==> config.mk <==
export PLATFORM = sky130hd
export DESIGN_NAME = msg_rx_queue
export DESIGN_NICKNAME = d
export VERILOG_FILES = /design/src/rtl/msg_rx_queue_pkg.sv /design/src/rtl/mrq_ctrl_reg.sv /design/src/rtl/mrq_store.sv /design/src/rtl/mrq_irq.sv /design/src/rtl/msg_rx_queue.sv
export SDC_FILE = /design/constraint.sdc
export NUM_CORES = 1
export LEC_CHECK = 0
export BUFFER_PORTS_ARGS = -buffer_cell sky130_fd_sc_hd__buf_2
export CAP_MARGIN = 20
export CORE_MARGIN = 2
export CORE_UTILIZATION = 55
export DETAILED_ROUTE_END_ITERATION = 7
export PLACE_DENSITY = 0.77
export SLEW_MARGIN = 20
export SYNTH_ARGS = -nofsm -noshare
export SYNTH_HDL_FRONTEND = slang
export SYNTH_SLANG_ARGS = --single-unit
==> constraint.sdc <==
create_clock -name clk -period 4.6 [get_ports clk]
set_input_delay 0.23 -clock clk [delete_from_list [all_inputs] [get_ports clk]]
set_output_delay 0.23 -clock clk [all_outputs]
set_load 0.02 [all_outputs]
==> src/rtl/msg_rx_queue_pkg.sv <==
package msg_rx_queue_pkg;

  typedef enum logic [1:0] {
    GM_RESET = 2'b00,
    GM_OPER  = 2'b01,
    GM_TEST  = 2'b10,
    GM_NONE  = 2'b11
  } gmode_e;

  // Control word fields, listed from the most significant bit down.
  typedef struct packed {
    logic [2:0] thr;     // 15:13 fill threshold in eighths
    logic       src;     // 12 1 = pulse on every message
    logic [2:0] depth;   // 10:8 depth code
    logic       irq_on;  // 1
    logic       on;      // 0
  } ctrl_t;

  localparam logic [2:0] DEPTH_MAX_CODE = 3'd3;

endpackage

==> src/rtl/mrq_ctrl_reg.sv <==
module mrq_ctrl_reg
  import msg_rx_queue_pkg::*;
(
  input  logic        clk,
  input  logic        rst,
  input  logic [1:0]  gmode,
  input  logic        we,
  input  logic [2:0]  w_thr,
  input  logic        w_src,
  input  logic [2:0]  w_depth,
  input  logic        w_irq_on,
  input  logic        w_on,
  output ctrl_t       ctrl,
  output logic        depth_chg
);

  gmode_e gm;
  logic   cfg_ok;
  logic   on_ok;
  logic   depth_legal;

  assign gm          = gmode_e'(gmode);
  assign cfg_ok      = (gm == GM_RESET);
  assign on_ok       = (gm == GM_OPER) || (gm == GM_TEST);
  assign depth_legal = (w_depth <= DEPTH_MAX_CODE);

  always_ff @(posedge clk) begin
    if (rst) begin
      ctrl      <= '0;
      depth_chg <= 1'b0;
    end else begin
      depth_chg <= 1'b0;
      if (we) begin
        ctrl.thr <= w_thr;
        if (cfg_ok) begin
          ctrl.src <= w_src;
          if (depth_legal) begin
            ctrl.depth <= w_depth;
            depth_chg  <= (w_depth != ctrl.depth);
          end
        end
        if (on_ok) begin
          ctrl.on <= w_on;
        end
        if (!ctrl.on) begin
          ctrl.irq_on <= w_irq_on;
        end
      end
    end
  end

endmodule

==> src/rtl/mrq_store.sv <==
module mrq_store #(
  parameter int MSG_W     = 32,
  parameter int MAX_DEPTH = 16,
  parameter int PTR_W     = 4,
  parameter int CNT_W     = 5
) (
  input  logic             clk,
  input  logic             rst,
  input  logic             flush,
  input  logic [CNT_W-1:0] depth_n,
  input  logic             push,
  input  logic [MSG_W-1:0] wdat,
  input  logic             pop,
  output logic [MSG_W-1:0] rdat,
  output logic [CNT_W-1:0] cnt,
  output logic [CNT_W-1:0] cnt_nxt,
  output logic             push_ok,
  output logic             empty,
  output logic             full,
  output logic             ovf
);

  logic [MSG_W-1:0] mem [MAX_DEPTH];
  logic [PTR_W-1:0] wp, rp, mask;
  logic             live;
  logic             pop_ok;

  assign mask = depth_n[PTR_W-1:0] - PTR_W'(1);

  always_comb begin
    live    = !flush && (depth_n != '0);
    push_ok = push && live && (cnt != depth_n);
    pop_ok  = pop && live && (cnt != '0);
    cnt_nxt = cnt + CNT_W'(push_ok) - CNT_W'(pop_ok);
  end

  // Storage array: no reset, so it maps to block RAM.
  always_ff @(posedge clk) begin
    if (push_ok) begin
      mem[wp] <= wdat;
    end
  end

  always_ff @(posedge clk) begin
    if (rst) begin
      rdat <= '0;
    end else if (pop_ok) begin
      rdat <= mem[rp];
    end
  end

  always_ff @(posedge clk) begin
    if (rst || flush) begin
      wp    <= '0;
      rp    <= '0;
      cnt   <= '0;
      empty <= 1'b1;
      full  <= 1'b0;
      ovf   <= 1'b0;
    end else begin
      if (push_ok) begin
        wp <= (wp + PTR_W'(1)) & mask;
      end
      if (pop_ok) begin
        rp <= (rp + PTR_W'(1)) & mask;
      end
      cnt   <= cnt_nxt;
      empty <= (cnt_nxt == '0);
      full  <= (cnt_nxt == depth_n) && (depth_n != '0);
      if (push && !push_ok && live) begin
        ovf <= 1'b1;
      end
    end
  end

endmodule

==> src/rtl/mrq_irq.sv <==
module mrq_irq #(
  parameter int CNT_W = 5
) (
  input  logic             clk,
  input  logic             rst,
  input  logic             irq_on,
  input  logic             src,
  input  logic [2:0]       thr,
  input  logic [CNT_W-1:0] depth_n,
  input  logic             push_ok,
  input  logic [CNT_W-1:0] cnt_nxt,
  output logic             irq
);

  localparam int PW = CNT_W + 4;

  logic [PW-1:0] prod;
  logic [PW-1:0] lvl;
  logic          hit;

  always_comb begin
    prod = PW'(depth_n) * PW'({1'b0, thr} + 4'd1);
    lvl  = (prod + PW'(7)) >> 3;
    if (lvl == '0) begin
      lvl = PW'(1);
    end
    hit = src || (PW'(cnt_nxt) == lvl);
  end

  always_ff @(posedge clk) begin
    if (rst) begin
      irq <= 1'b0;
    end else begin
      irq <= irq_on && push_ok && hit;
    end
  end

endmodule

==> src/rtl/msg_rx_queue.sv <==
module msg_rx_queue
  import msg_rx_queue_pkg::*;
#(
  parameter int  MSG_W      = 32,
  parameter int  BASE_DEPTH = 4,
  localparam int MAX_DEPTH  = BASE_DEPTH * 4,
  localparam int PTR_W      = $clog2(MAX_DEPTH),
  localparam int CNT_W      = $clog2(MAX_DEPTH + 1)
) (
  input  logic             clk,
  input  logic             rst,
  input  logic [1:0]       gmode,
  input  logic             reg_we,
  input  logic [15:0]      reg_wdata,
  output logic [15:0]      reg_rdata,
  input  logic             push_i,
  input  logic [MSG_W-1:0] push_data,
  input  logic             pop_i,
  output logic [MSG_W-1:0] pop_data,
  output logic             empty_o,
  output logic             full_o,
  output logic [CNT_W-1:0] fill_o,
  output logic             ovf_o,
  output logic             irq_o
);

  ctrl_t            ctrl;
  logic             depth_chg;
  logic [CNT_W-1:0] depth_n;
  logic [CNT_W-1:0] cnt_nxt;
  logic             push_ok;
  logic             flush;

  mrq_ctrl_reg u_ctrl (
    .clk      (clk),
    .rst      (rst),
    .gmode    (gmode),
    .we       (reg_we),
    .w_thr    (reg_wdata[15:13]),
    .w_src    (reg_wdata[12]),
    .w_depth  (reg_wdata[10:8]),
    .w_irq_on (reg_wdata[1]),
    .w_on     (reg_wdata[0]),
    .ctrl     (ctrl),
    .depth_chg(depth_chg)
  );

  assign reg_rdata = {ctrl.thr, ctrl.src, 1'b0, ctrl.depth, 6'b0, ctrl.irq_on, ctrl.on};

  always_comb begin
    case (ctrl.depth)
      3'd1:    depth_n = CNT_W'(BASE_DEPTH);
      3'd2:    depth_n = CNT_W'(BASE_DEPTH * 2);
      3'd3:    depth_n = CNT_W'(MAX_DEPTH);
      default: depth_n = '0;
    endcase
  end

  assign flush = !ctrl.on || depth_chg;

  mrq_store #(
    .MSG_W    (MSG_W),
    .MAX_DEPTH(MAX_DEPTH),
    .PTR_W    (PTR_W),
    .CNT_W    (CNT_W)
  ) u_store (
    .clk    (clk),
    .rst    (rst),
    .flush  (flush),
    .depth_n(depth_n),
    .push   (push_i),
    .wdat   (push_data),
    .pop    (pop_i),
    .rdat   (pop_data),
    .cnt    (fill_o),
    .cnt_nxt(cnt_nxt),
    .push_ok(push_ok),
    .empty  (empty_o),
    .full   (full_o),
    .ovf    (ovf_o)
  );

  mrq_irq #(.CNT_W(CNT_W)) u_irq (
    .clk    (clk),
    .rst    (rst),
    .irq_on (ctrl.irq_on),
    .src    (ctrl.src),
    .thr    (ctrl.thr),
    .depth_n(depth_n),
    .push_ok(push_ok),
    .cnt_nxt(cnt_nxt),
    .irq    (irq_o)
  );

endmodule

==> results.toml <==
[timing]
hold_viol_final = 0
rsz0062_at_grt = "no"
fin_skew_ps = 18.66
setup_viol = 0
setup_slack_ps = 387.4
fin_crit_ps = 4213
slew_violations = 0
slew_headroom = 0.3531
fin_tns_setup_ps = 0
finalCritPeriodShare = 0.9158
tightest_slew_ps = 970.4
fmax_ghz = 0.2374

[logic_synthesis]
yosysMostFrequentCell = "edfxtp_1"
synth_ff_type = "edfxtp_1"
postSynthAreaPerCell_sq_um = 20.86
synth_area_leaders = "edfxtp_1 (68%), mux4_2 (16%), dfxtp_1 (5.3%), ha_1 (1.6%), o2bb2ai_1 (1.3%)"
synth_top_area_cell = "edfxtp_1"
synthTopCellsByCount = "edfxtp_1 (512), mux4_2 (160), dfxtp_1 (59)"
yosys_warnings = 0
synth-seq-area-share = 0.7369
ys_async_sr_fraction = 0
ys_seq_elements = 571
syn_inst = 1077
synth_area_sq_um = 22470
yosysTopAreaCellShare = 0.6843
synth-edff-count = 512
synthDistinctLibCells = 52

[critical_path]
cpLargestDelayFamily = "simple AND/OR/NAND/NOR gates"
end_kind = "flip-flop"
crit_required_ps = 5100
crit_buf_inv = 2
cp_slowest_stage_delay_ps = 520
cp_slowest_cell = "or4_1"
path_max_fanout = 8
cp_common_cell = "ha_1"
cp_cell_sequence = "or3b_1, ha_1, a21oi_1, nand2_1, nor2_4, inv_2, ha_1, inv_1, ha_1, fa_1, and3b_1, or4_1, a2111oi_1, a311oi_1, a211oi_1"
timing.critical_path.arrival_ps = 4710
setup.worst_path.start_class = "flip-flop"
crit_type = "flip-flop to flip-flop"

[detailed_routing]
wirelength_microns = 48680
wire_per_inst_microns = 26.79
remaining_drc_errors = 0
ant_nets = 0
via_per_inst = 6.132
num_vias = 11140
drt_iter0_drc = 1141
firstDrtPassIters = 6

[place]
hpwl_microns = 26600
dp.cells = 1685
pre_cts_ws_ps = 187.4
io_buffers = 97
finalWeightedCongestion = 0.8466

[floorplan]
ios = 112
start_util = 0.5540
die_w_microns = 206.1
die_h_microns = 206.1
num_rows = 74
core_area_sq_um = 40550
dieArea_sq_um = 42480

[clock_tree]
cts_buffer_depth = 3
clkSlewWorstSetupHoldPaths_ps = 60
worstSkewPairLatency_ps = 580
cts_tree = "done"
cts.sinks = 571
root_buffer = "clkbuf_16"
htreeDepth = 2
cts_made_buffers = 55

[layout]
instances_no_fill = 1817
area_delta_synth_final_pct = 14.56
finalNetCount = 1323
drive_gt1_frac = 0.3201
nFillCells = 2702

[global_routing]
gr-max-usage-layer = "met2"
grt_usage = 0.2369
globalRouteMet3Util = 0.03611
antenna_found_initial = 1
grt_start_max_net_pins = 57
met2_usage = 0.3959
grt_first_pass_wirelength_microns = 72770
grt_pass1_vias = 11440
use_met1 = 0.3294
overflow = 0

[power_and_ir_drop]
p_leak_nw = 8.388
power_density_nw_per_um2 = 398.8
peakVddDrop_mv = 0.3241

[worst_hold_path]
worstHoldPathType = "input pin to flip-flop"

[run]
drv_cap = 0

[outcome]
status = "finished, final reports clean"
## worst paths after layout
check,startpoint,end,slack (ps),cells after the start
max,u_ctrl.ctrl[4],u_irq.irq,390,15
max reg2reg,u_ctrl.ctrl[4],u_irq.irq,390,15
min reg2reg,u_store.rdat[23],u_store.rdat[23],460,1
min,push_data[23],u_store.mem[4][23],20,1
## per-layer routing
| layer | wire length, microns | up-vias |
|---|---|---|
| met1 | 19500 | 5867 |
| met5 | 12 | - |
| li1 | - | 4740 |
| met4 | 1134 | 2 |
| met2 | 24910 | 449 |
| met3 | 3128 | 83 |
## metrics by stage
stage | instance area, sq um | power [mW] | hold WS (ps) | util
after floorplan | 22490 | 5.803 | 328.9 | -
after global placement | 23620 | 5.873 | 442.5 | 0.5825
after detailed placement | 23620 | 5.882 | 442.0 | 0.5825
after CTS | 25680 | 10.32 | 0.05643 | 0.6333
after global routing | 25740 | 10.54 | 13.06 | 0.6346
final | 25740 | 10.27 | 23.71 | 0.6347
## placed cells by master, fill, tap and decap left out, types with 13 or more instances in the layout
master	Yosys	routed
clkbuf_16	0	56
nor2_1	35	34
buf_4	11	35
dlygate4sd3_1	0	24
edfxtp_1	512	512
ha_1	28	28
a21oi_1	13	13
o2bb2ai_1	33	33
clkinv_1	30	39
dfxtp_1	59	54
mux4_2	160	160
inv_1	17	17
buf_2	10	97
## where the power goes
part	total, mW	switching (mW)	internal [mW]
Sequential	5.65	0.00422	5.64
Clock	4.47	1.87	2.61
Combinational	0.146	0.100	0.0459
## logic make-up after synthesis
family,count (synthesis),share of synthesized area
AOI/OAI and AO/OA,75,0.02495
other,1,0.0001669
adders and majority gates,31,0.01827
muxes,168,0.1640
and+or+nand+nor,105,0.02584
buffers and inverters,112,0.02445
xor gates and xnor gates,14,0.005457
DFF,571,0.7369
## cell type report
class                           instances  area [sq um]  area share
Tap cell                              532         665.6     0.02586
Antenna cell                            1         2.502  0.00009722
Sequential cell                       571         16570      0.6438
Inverter                               49         183.9    0.007146
Clock inverter                         27         247.7    0.009625
Multi-Input combinational cell        400          5423      0.2107
Timing Repair Buffer                  160          1076     0.04181
Clock buffer                           77          1570     0.06101
## timing repair
item                                    4_1_cts  5_1_grt
endpoints found under the hold margin       111        0
hold buffers                                 24        0
setup buffers                                 0        2
gates resized for setup                       0        4
endpoints found under the setup margin        0        3
## flip-flops by register name, summed over array words and instances, names as in the netlist
register and cells:
u_store.ovf 1, u_store.empty 1, u_ctrl.ctrl 9, u_store.cnt 5, u_irq.irq 1, u_store.rp 4, u_store.full 1, u_store.wp 4
u_ctrl.depth_chg 1, u_store.rdat 32, u_store.mem 512
Note: power is estimated with default switching activity, not from simulation.
